$ cat src/rtl/lj_rx_pkg.sv
package lj_rx_pkg;

    typedef enum logic {
        CH_RIGHT = 1'b0,
        CH_LEFT  = 1'b1
    } lj_chan_e;

endpackage

$ cat src/rtl/lj_rx_sync.sv
module lj_rx_sync #(
    parameter int WIDTH  = 3,
    parameter int STAGES = 2
) (
    input  logic             clk,
    input  logic             rst_n,
    input  logic [WIDTH-1:0] async_i,
    output logic [WIDTH-1:0] sync_o
);

    logic [WIDTH-1:0] stage_q [STAGES];

    generate
        for (genvar s = 0; s < STAGES; s++) begin : g_stage
            logic [WIDTH-1:0] stage_d;
            if (s == 0) begin : g_first
                assign stage_d = async_i;
            end else begin : g_next
                assign stage_d = stage_q[s-1];
            end
            always_ff @(posedge clk or negedge rst_n) begin
                if (!rst_n) stage_q[s] <= '0;
                else        stage_q[s] <= stage_d;
            end
        end
    endgenerate

    assign sync_o = stage_q[STAGES-1];

endmodule

$ cat src/rtl/lj_rx_edge.sv
module lj_rx_edge (
    input  logic clk,
    input  logic rst_n,
    input  logic sclk_s,
    input  logic sel_s,
    input  logic dat_s,
    output logic tick_o,
    output logic sel_o,
    output logic dat_o
);

    typedef struct packed {
        logic sclk_prev;
        logic tick;
        logic sel;
        logic dat;
    } edge_st_t;

    edge_st_t st_d, st_q;

    always_comb begin
        st_d           = st_q;
        st_d.sclk_prev = sclk_s;
        st_d.tick      = sclk_s & ~st_q.sclk_prev;
        if (sclk_s & ~st_q.sclk_prev) begin
            st_d.sel = sel_s;
            st_d.dat = dat_s;
        end
    end

    always_ff @(posedge clk or negedge rst_n) begin
        if (!rst_n) st_q <= '0;
        else        st_q <= st_d;
    end

    assign tick_o = st_q.tick;
    assign sel_o  = st_q.sel;
    assign dat_o  = st_q.dat;

endmodule

$ cat src/rtl/lj_rx_deser.sv
module lj_rx_deser
    import lj_rx_pkg::*;
#(
    parameter int SAMPLE_W = 16
) (
    input  logic                clk,
    input  logic                rst_n,
    input  logic                tick_i,
    input  logic                sel_i,
    input  logic                dat_i,
    output logic                pair_valid_o,
    output logic [SAMPLE_W-1:0] left_o,
    output logic [SAMPLE_W-1:0] right_o,
    output logic                fmt_err_o
);

    localparam int CNT_W = $clog2(SAMPLE_W + 1);
    localparam logic [CNT_W-1:0] CNT_FULL = CNT_W'(SAMPLE_W);
    localparam logic [CNT_W-1:0] CNT_LAST = CNT_W'(SAMPLE_W - 1);

    typedef struct packed {
        logic                armed;
        logic                active;
        lj_chan_e            chan;
        logic                sel_last;
        logic [CNT_W-1:0]    cnt;
        logic [SAMPLE_W-1:0] shreg;
        logic [SAMPLE_W-1:0] left_hold;
        logic                have_left;
        logic [SAMPLE_W-1:0] out_l;
        logic [SAMPLE_W-1:0] out_r;
        logic                valid;
        logic                err;
    } deser_st_t;

    deser_st_t st_d, st_q;
    logic [SAMPLE_W-1:0] word_next;

    assign word_next = {st_q.shreg[SAMPLE_W-2:0], dat_i};

    always_comb begin
        st_d       = st_q;
        st_d.valid = 1'b0;
        if (tick_i) begin
            if (!st_q.armed) begin
                st_d.armed    = 1'b1;
                st_d.sel_last = sel_i;
            end else if (sel_i != st_q.sel_last) begin
                st_d.sel_last = sel_i;
                if (st_q.active && (st_q.cnt < CNT_FULL)) begin
                    st_d.err       = 1'b1;
                    st_d.have_left = 1'b0;
                end
                st_d.active = 1'b1;
                st_d.chan   = lj_chan_e'(sel_i);
                st_d.cnt    = CNT_W'(1);
                st_d.shreg  = {{(SAMPLE_W-1){1'b0}}, dat_i};
            end else if (st_q.active && (st_q.cnt < CNT_FULL)) begin
                st_d.shreg = word_next;
                st_d.cnt   = st_q.cnt + CNT_W'(1);
                if (st_q.cnt == CNT_LAST) begin
                    if (st_q.chan == CH_LEFT) begin
                        st_d.left_hold = word_next;
                        st_d.have_left = 1'b1;
                    end else if (st_q.have_left) begin
                        st_d.out_l     = st_q.left_hold;
                        st_d.out_r     = word_next;
                        st_d.valid     = 1'b1;
                        st_d.have_left = 1'b0;
                    end
                end
            end
        end
    end

    always_ff @(posedge clk or negedge rst_n) begin
        if (!rst_n) st_q <= '0;
        else        st_q <= st_d;
    end

    assign pair_valid_o = st_q.valid;
    assign left_o       = st_q.out_l;
    assign right_o      = st_q.out_r;
    assign fmt_err_o    = st_q.err;

endmodule

$ cat src/rtl/lj_audio_rx.sv
module lj_audio_rx #(
    parameter int SAMPLE_W    = 16,
    parameter int SYNC_STAGES = 2
) (
    input  logic                clk,
    input  logic                rst_n,
    input  logic                ser_clk_i,
    input  logic                ch_sel_i,
    input  logic                ser_dat_i,
    output logic                pair_valid_o,
    output logic [SAMPLE_W-1:0] left_o,
    output logic [SAMPLE_W-1:0] right_o,
    output logic                fmt_err_o
);

    localparam int N_LINES = 3;

    logic [N_LINES-1:0] lines_s;
    logic tick, sel_b, dat_b;

    lj_rx_sync #(.WIDTH(N_LINES), .STAGES(SYNC_STAGES)) u_sync (
        .clk     (clk),
        .rst_n   (rst_n),
        .async_i ({ser_clk_i, ch_sel_i, ser_dat_i}),
        .sync_o  (lines_s)
    );

    lj_rx_edge u_edge (
        .clk    (clk),
        .rst_n  (rst_n),
        .sclk_s (lines_s[2]),
        .sel_s  (lines_s[1]),
        .dat_s  (lines_s[0]),
        .tick_o (tick),
        .sel_o  (sel_b),
        .dat_o  (dat_b)
    );

    lj_rx_deser #(.SAMPLE_W(SAMPLE_W)) u_deser (
        .clk          (clk),
        .rst_n        (rst_n),
        .tick_i       (tick),
        .sel_i        (sel_b),
        .dat_i        (dat_b),
        .pair_valid_o (pair_valid_o),
        .left_o       (left_o),
        .right_o      (right_o),
        .fmt_err_o    (fmt_err_o)
    );

endmodule

$ cat config.mk
export PLATFORM = sky130hd
export DESIGN_NAME = lj_audio_rx
export DESIGN_NICKNAME = d
export VERILOG_FILES = /design/src/rtl/lj_rx_pkg.sv /design/src/rtl/lj_rx_sync.sv /design/src/rtl/lj_rx_edge.sv /design/src/rtl/lj_rx_deser.sv /design/src/rtl/lj_audio_rx.sv
export SDC_FILE = /design/constraint.sdc
export NUM_CORES = 1
export LEC_CHECK = 0
export ABC_AREA = 0
export BUFFER_PORTS_ARGS = -buffer_cell sky130_fd_sc_hd__buf_2
export CORE_MARGIN = 2
export CORE_UTILIZATION = 40
export DETAILED_ROUTE_END_ITERATION = 6
export GPL_TIMING_DRIVEN = 0
export PLACE_DENSITY = 0.68
export SYNTH_ARGS = -nofsm -noshare
export SYNTH_HDL_FRONTEND = slang
export SYNTH_SLANG_ARGS = --single-unit
$ cat constraint.sdc
create_clock -name clk -period 5 [get_ports clk]
set_input_delay 0.25 -clock clk [delete_from_list [all_inputs] [get_ports clk]]
set_output_delay 0.25 -clock clk [all_outputs]
set_load 0.01 [all_outputs]
==> summary.md <==
The run finished with clean final reports. In this run, the number of DRC markers left after iteration 0 of detailed routing was 67. The multi-input combinational cells in the finished layout cover a total of 0.001111 mm^2. The largest vdd supply drop came out at 0.1630 mV. The final cell utilization of the core is 47.99%, and the delay of the slowest cell on the worst path is 0.41 ns. In the final routed layout, each cell accounts on average for 14.22 um. The number of iterations in the first detailed-routing pass is 4, and the antenna diode instance count is 0. For the clock latency at the later pin of the worst-skew pair, the log shows 0.35 ns. STA classifies the critical path endpoint as a flop. The kind of cell with the highest combined delay along the critical path is simple AND/OR/NAND/NOR gates. Summed over all layers, the routed wires come to 5660 um.

The tools report the area of the mapped netlist as 0.003581 mm^2. The number of max-slew violations in the final report came out at 0. The number of distinct library cells after synthesis was 33; the maximum achievable frequency was 487.0 MHz. The H-tree depth reported by CTS was 3. Post-CTS repair changed the size of 0 cells. The synthesized netlist net count is 239, and the smallest setup slack after layout is 2.946 ns. For the clock skew, the log shows 0.01400 ns. The initial antenna violation count is 0, and the mean number of vias per cell is 4.731. The clock buffer count from CTS came out at 9.

The transition time at the pin with the least slew margin is 0.3793 ns. Data arrives at the worst endpoint at 2.29 ns. The design draws 1.396 mW.

The analysis attributes to cell leakage a power of 2.194 nW. Each instance of the synthesized netlist takes up on average 15.50 um^2. The worst setup path is of the reg2reg kind. After synthesis the netlist holds a flip-flop and latch count of 85. Global routing consumed, on the met1 layer, 16.42% of the routing resources. The number of buffers inserted for hold repair after clock tree synthesis was 4; the total negative setup slack was 0 ns.

The number of placed instances, taps included, is 378. After layout, the minimum clock period comes to 2.054 ns. Excluding fillers, the count of instances in the completed layout stands at 398. For the fill cell total of the finished layout, the log shows 747. TritonCTS built the clock tree. The sum of net half-perimeters after detailed placement was 3665 um. Global routing consumed, over all layers together, 12.68% of the routing resources. In this run the worst hold path is classified as in2async. At the worst endpoint, the required time is 5.24 ns. Summing all flip-flop and latch instances after layout gives 0.002127 mm^2. For the number of buffers added for setup after CTS, the log shows 0. Cells with a size suffix above 1 make up 51.38% of the layout.

The wire length of the first global-routing pass is 9625 um, and the power per unit of standard cell area is 333.7 mW/mm^2. The global-route layer with the greatest usage is met2. Max-cap violations in this run came to 0. The CTS clock-pin slew for the worst setup and hold paths is 0.09 ns. The number of hold violations in the final report was 0. The critical-path maximum fanout works out to 10. Setup repair after global routing left no endpoint under its margin. Setup violations remaining at the end of the flow were counted as 0.

Detailed-route via count: 1883. The worst setup slack after placement is 2.987 ns, and the sum of buffers and inverters on the critical path is 1. The post-route worst hold slack was 0.3277 ns; the met2 demand-to-capacity share in global routing was 19.94%.

STA classifies the critical path startpoint as a flop. After technology mapping, the gate count stands at 231. The die covers 0.009725 mm^2.

The tools report the warning count from the yosys run as 0. Once placement finished, the instance area stood at 0.003936 mm^2. Entering global routing, the biggest net connects 64 pins. Input and output buffers added on the ports amount to 38. The floorplan step defined a core boundary enclosing 0.008721 mm^2. From synthesis to final layout, the design area changed by 16.88%.

The detail route stage leaves a number of antenna-violating nets equal to 0. Traced cell by cell, the critical path runs through ha_1, and3_1, ha_1, nand4b_1, nor2_8, buf_12, mux2_4. The run gives 2001 as the number of global-route vias before repair.

For this configuration, the core starts out at a cell density of 41.06%. The number of sinks handled by clock tree synthesis came out at 85. The logs give 2 for the maximum count of clock buffers along a single path and 39 for the I/O pin count. After floorplanning, the core was divided into 34 placement rows. Clock tree synthesis selected as its root buffer the cell sky130_fd_sc_hd__clkbuf_8.

The final layout net count is 293, and the horizontal die dimension is 98.62 um. The cell that appears most often on the critical path is sky130_fd_sc_hd__ha_1. The die is 98.62 um tall. The run gives 0.004185 mm^2 as the area of all placed cells without fillers.

The total overflow left after global routing is 0. For this run, design rule violations remaining after detail routing come to 0. Routability-driven placement finished with a final weighted congestion of 0.7214.

The final cycle utilization of the critical path was 41.07%. The fraction of the yosys area taken by sequential cells came out at 59.40%. The worst relative slew slack came out at 74.71%. The tools report the met3 track demand over resource as 5.106%.

Slowest cell on the critical path: sky130_fd_sc_hd__dfrtp_1.
-- layer usage --
layer	vias to the layer above	part of all wire, %
met2	40	48
met4	0	0.60
li1	882	-
met5	-	0
met1	959	47
met3	2	4.1
-- cells by family (layout without fill, tap and decap cells) --
group | after synthesis | count (layout) | synth area share [%]
AO/OA/AOI/OAI | 28 | 28 | 5.976
adder cells (fa/ha/maj) | 3 | 3 | 1.048
buffers and inverters | 43 | 102 | 9.573
flip-flops | 85 | 85 | 59.40
multiplexers | 52 | 52 | 19.39
AND/OR/NAND/NOR | 20 | 20 | 4.613
-- report_power, final --
group          leakage (nW)  switching [mW]  internal [mW]
logic                 0.950          0.0674         0.0561
clock network         0.106           0.256          0.252
registers              1.14          0.0359          0.729
-- worst paths after layout --
path                                             endpoint                              startpoint  slack [ns]  cells after the start
max                         u_deser.left_o[2]$_DFFE_PN0P_            u_deser.st_q[67]$_DFFE_PN0P_        2.95                      7
min                        u_deser.right_o[8]$_DFFE_PN0P_                                   rst_n        0.33                      2
max reg2reg                 u_deser.left_o[2]$_DFFE_PN0P_            u_deser.st_q[67]$_DFFE_PN0P_        2.95                      7
min reg2reg                    u_sync.sync_o[0]$_DFF_PN0_  u_sync.g_stage[1].stage_d[0]$_DFF_PN0_        0.36                      0
max in group asynchronous    u_deser.st_q[36]$_DFFE_PN0P_                                   rst_n        4.08                      3
min in group clk               u_sync.sync_o[0]$_DFF_PN0_  u_sync.g_stage[1].stage_d[0]$_DFF_PN0_        0.36                      0
-- layout make-up --
class	count	share of cell area, %
Tap cell	108	3.229
Inverter	4	0.3587
Clock buffer	11	3.378
Clock inverter	5	1.614
Multi-Input combinational cell	103	26.55
Buffer	39	7.833
Timing Repair Buffer	43	6.218
Sequential cell	85	50.82
-- cell usage after synthesis --
cell | number | area (um^2)
sky130_fd_sc_hd__dfrtp_1 | 85 | 2127
sky130_fd_sc_hd__buf_4 | 33 | 247.7
sky130_fd_sc_hd__mux2_4 | 29 | 435.4
sky130_fd_sc_hd__mux2_2 | 23 | 259.0
sky130_fd_sc_hd__a22o_1 | 15 | 131.4
sky130_fd_sc_hd__inv_1 | 4 | 15.01
sky130_fd_sc_hd__o21ai_0 | 4 | 20.02
sky130_fd_sc_hd__buf_12 | 3 | 60.06
sky130_fd_sc_hd__ha_1 | 3 | 37.54
sky130_fd_sc_hd__nand2_1 | 3 | 11.26
sky130_fd_sc_hd__nand2b_1 | 3 | 18.77
sky130_fd_sc_hd__a21oi_1 | 2 | 10.01
sky130_fd_sc_hd__nand3_1 | 2 | 10.01
sky130_fd_sc_hd__nor2_8 | 2 | 40.04
sky130_fd_sc_hd__or3_1 | 2 | 12.51
sky130_fd_sc_hd__a211o_1 | 1 | 8.760
sky130_fd_sc_hd__a21boi_0 | 1 | 7.510
sky130_fd_sc_hd__a21boi_1 | 1 | 7.510
sky130_fd_sc_hd__a21o_1 | 1 | 7.510
sky130_fd_sc_hd__and3_1 | 1 | 6.260
sky130_fd_sc_hd__buf_2 | 1 | 5.000
sky130_fd_sc_hd__buf_6 | 1 | 11.26
sky130_fd_sc_hd__clkbuf_1 | 1 | 3.750
sky130_fd_sc_hd__nand3b_1 | 1 | 7.510
sky130_fd_sc_hd__nand4b_1 | 1 | 8.760
sky130_fd_sc_hd__nand4b_4 | 1 | 23.77
sky130_fd_sc_hd__nor2_2 | 1 | 6.260
sky130_fd_sc_hd__nor2b_1 | 1 | 6.260
sky130_fd_sc_hd__nor3b_1 | 1 | 7.510
sky130_fd_sc_hd__o21bai_1 | 1 | 7.510
sky130_fd_sc_hd__o22ai_1 | 1 | 6.260
sky130_fd_sc_hd__o31ai_1 | 1 | 7.510
sky130_fd_sc_hd__or2_2 | 1 | 6.260
-- state kept, by name, summed over array words and instances (netlist names), 3 cells and up --
name / count
u_sync.g_stage.stage_d: 3
u_deser.left_o: 16
u_deser.st_q: 41
u_sync.sync_o: 3
u_deser.right_o: 16
-- layout by cell type, fill, tap and decap left out, drive strengths merged, types with 2 or more instances in the layout --
cell          n
a21oi         2
nand4b        2
o21ai         4
nand3         2
dfrtp        85
inv           6
clkinv        2
buf          77
nand2         3
mux2         52
ha            3
nand2b        3
dlygate4sd3   4
nor2          3
a21boi        2
or3           2
a22o         15
clkbuf       12
No activity file was read; power rests on OpenSTA's default activity.
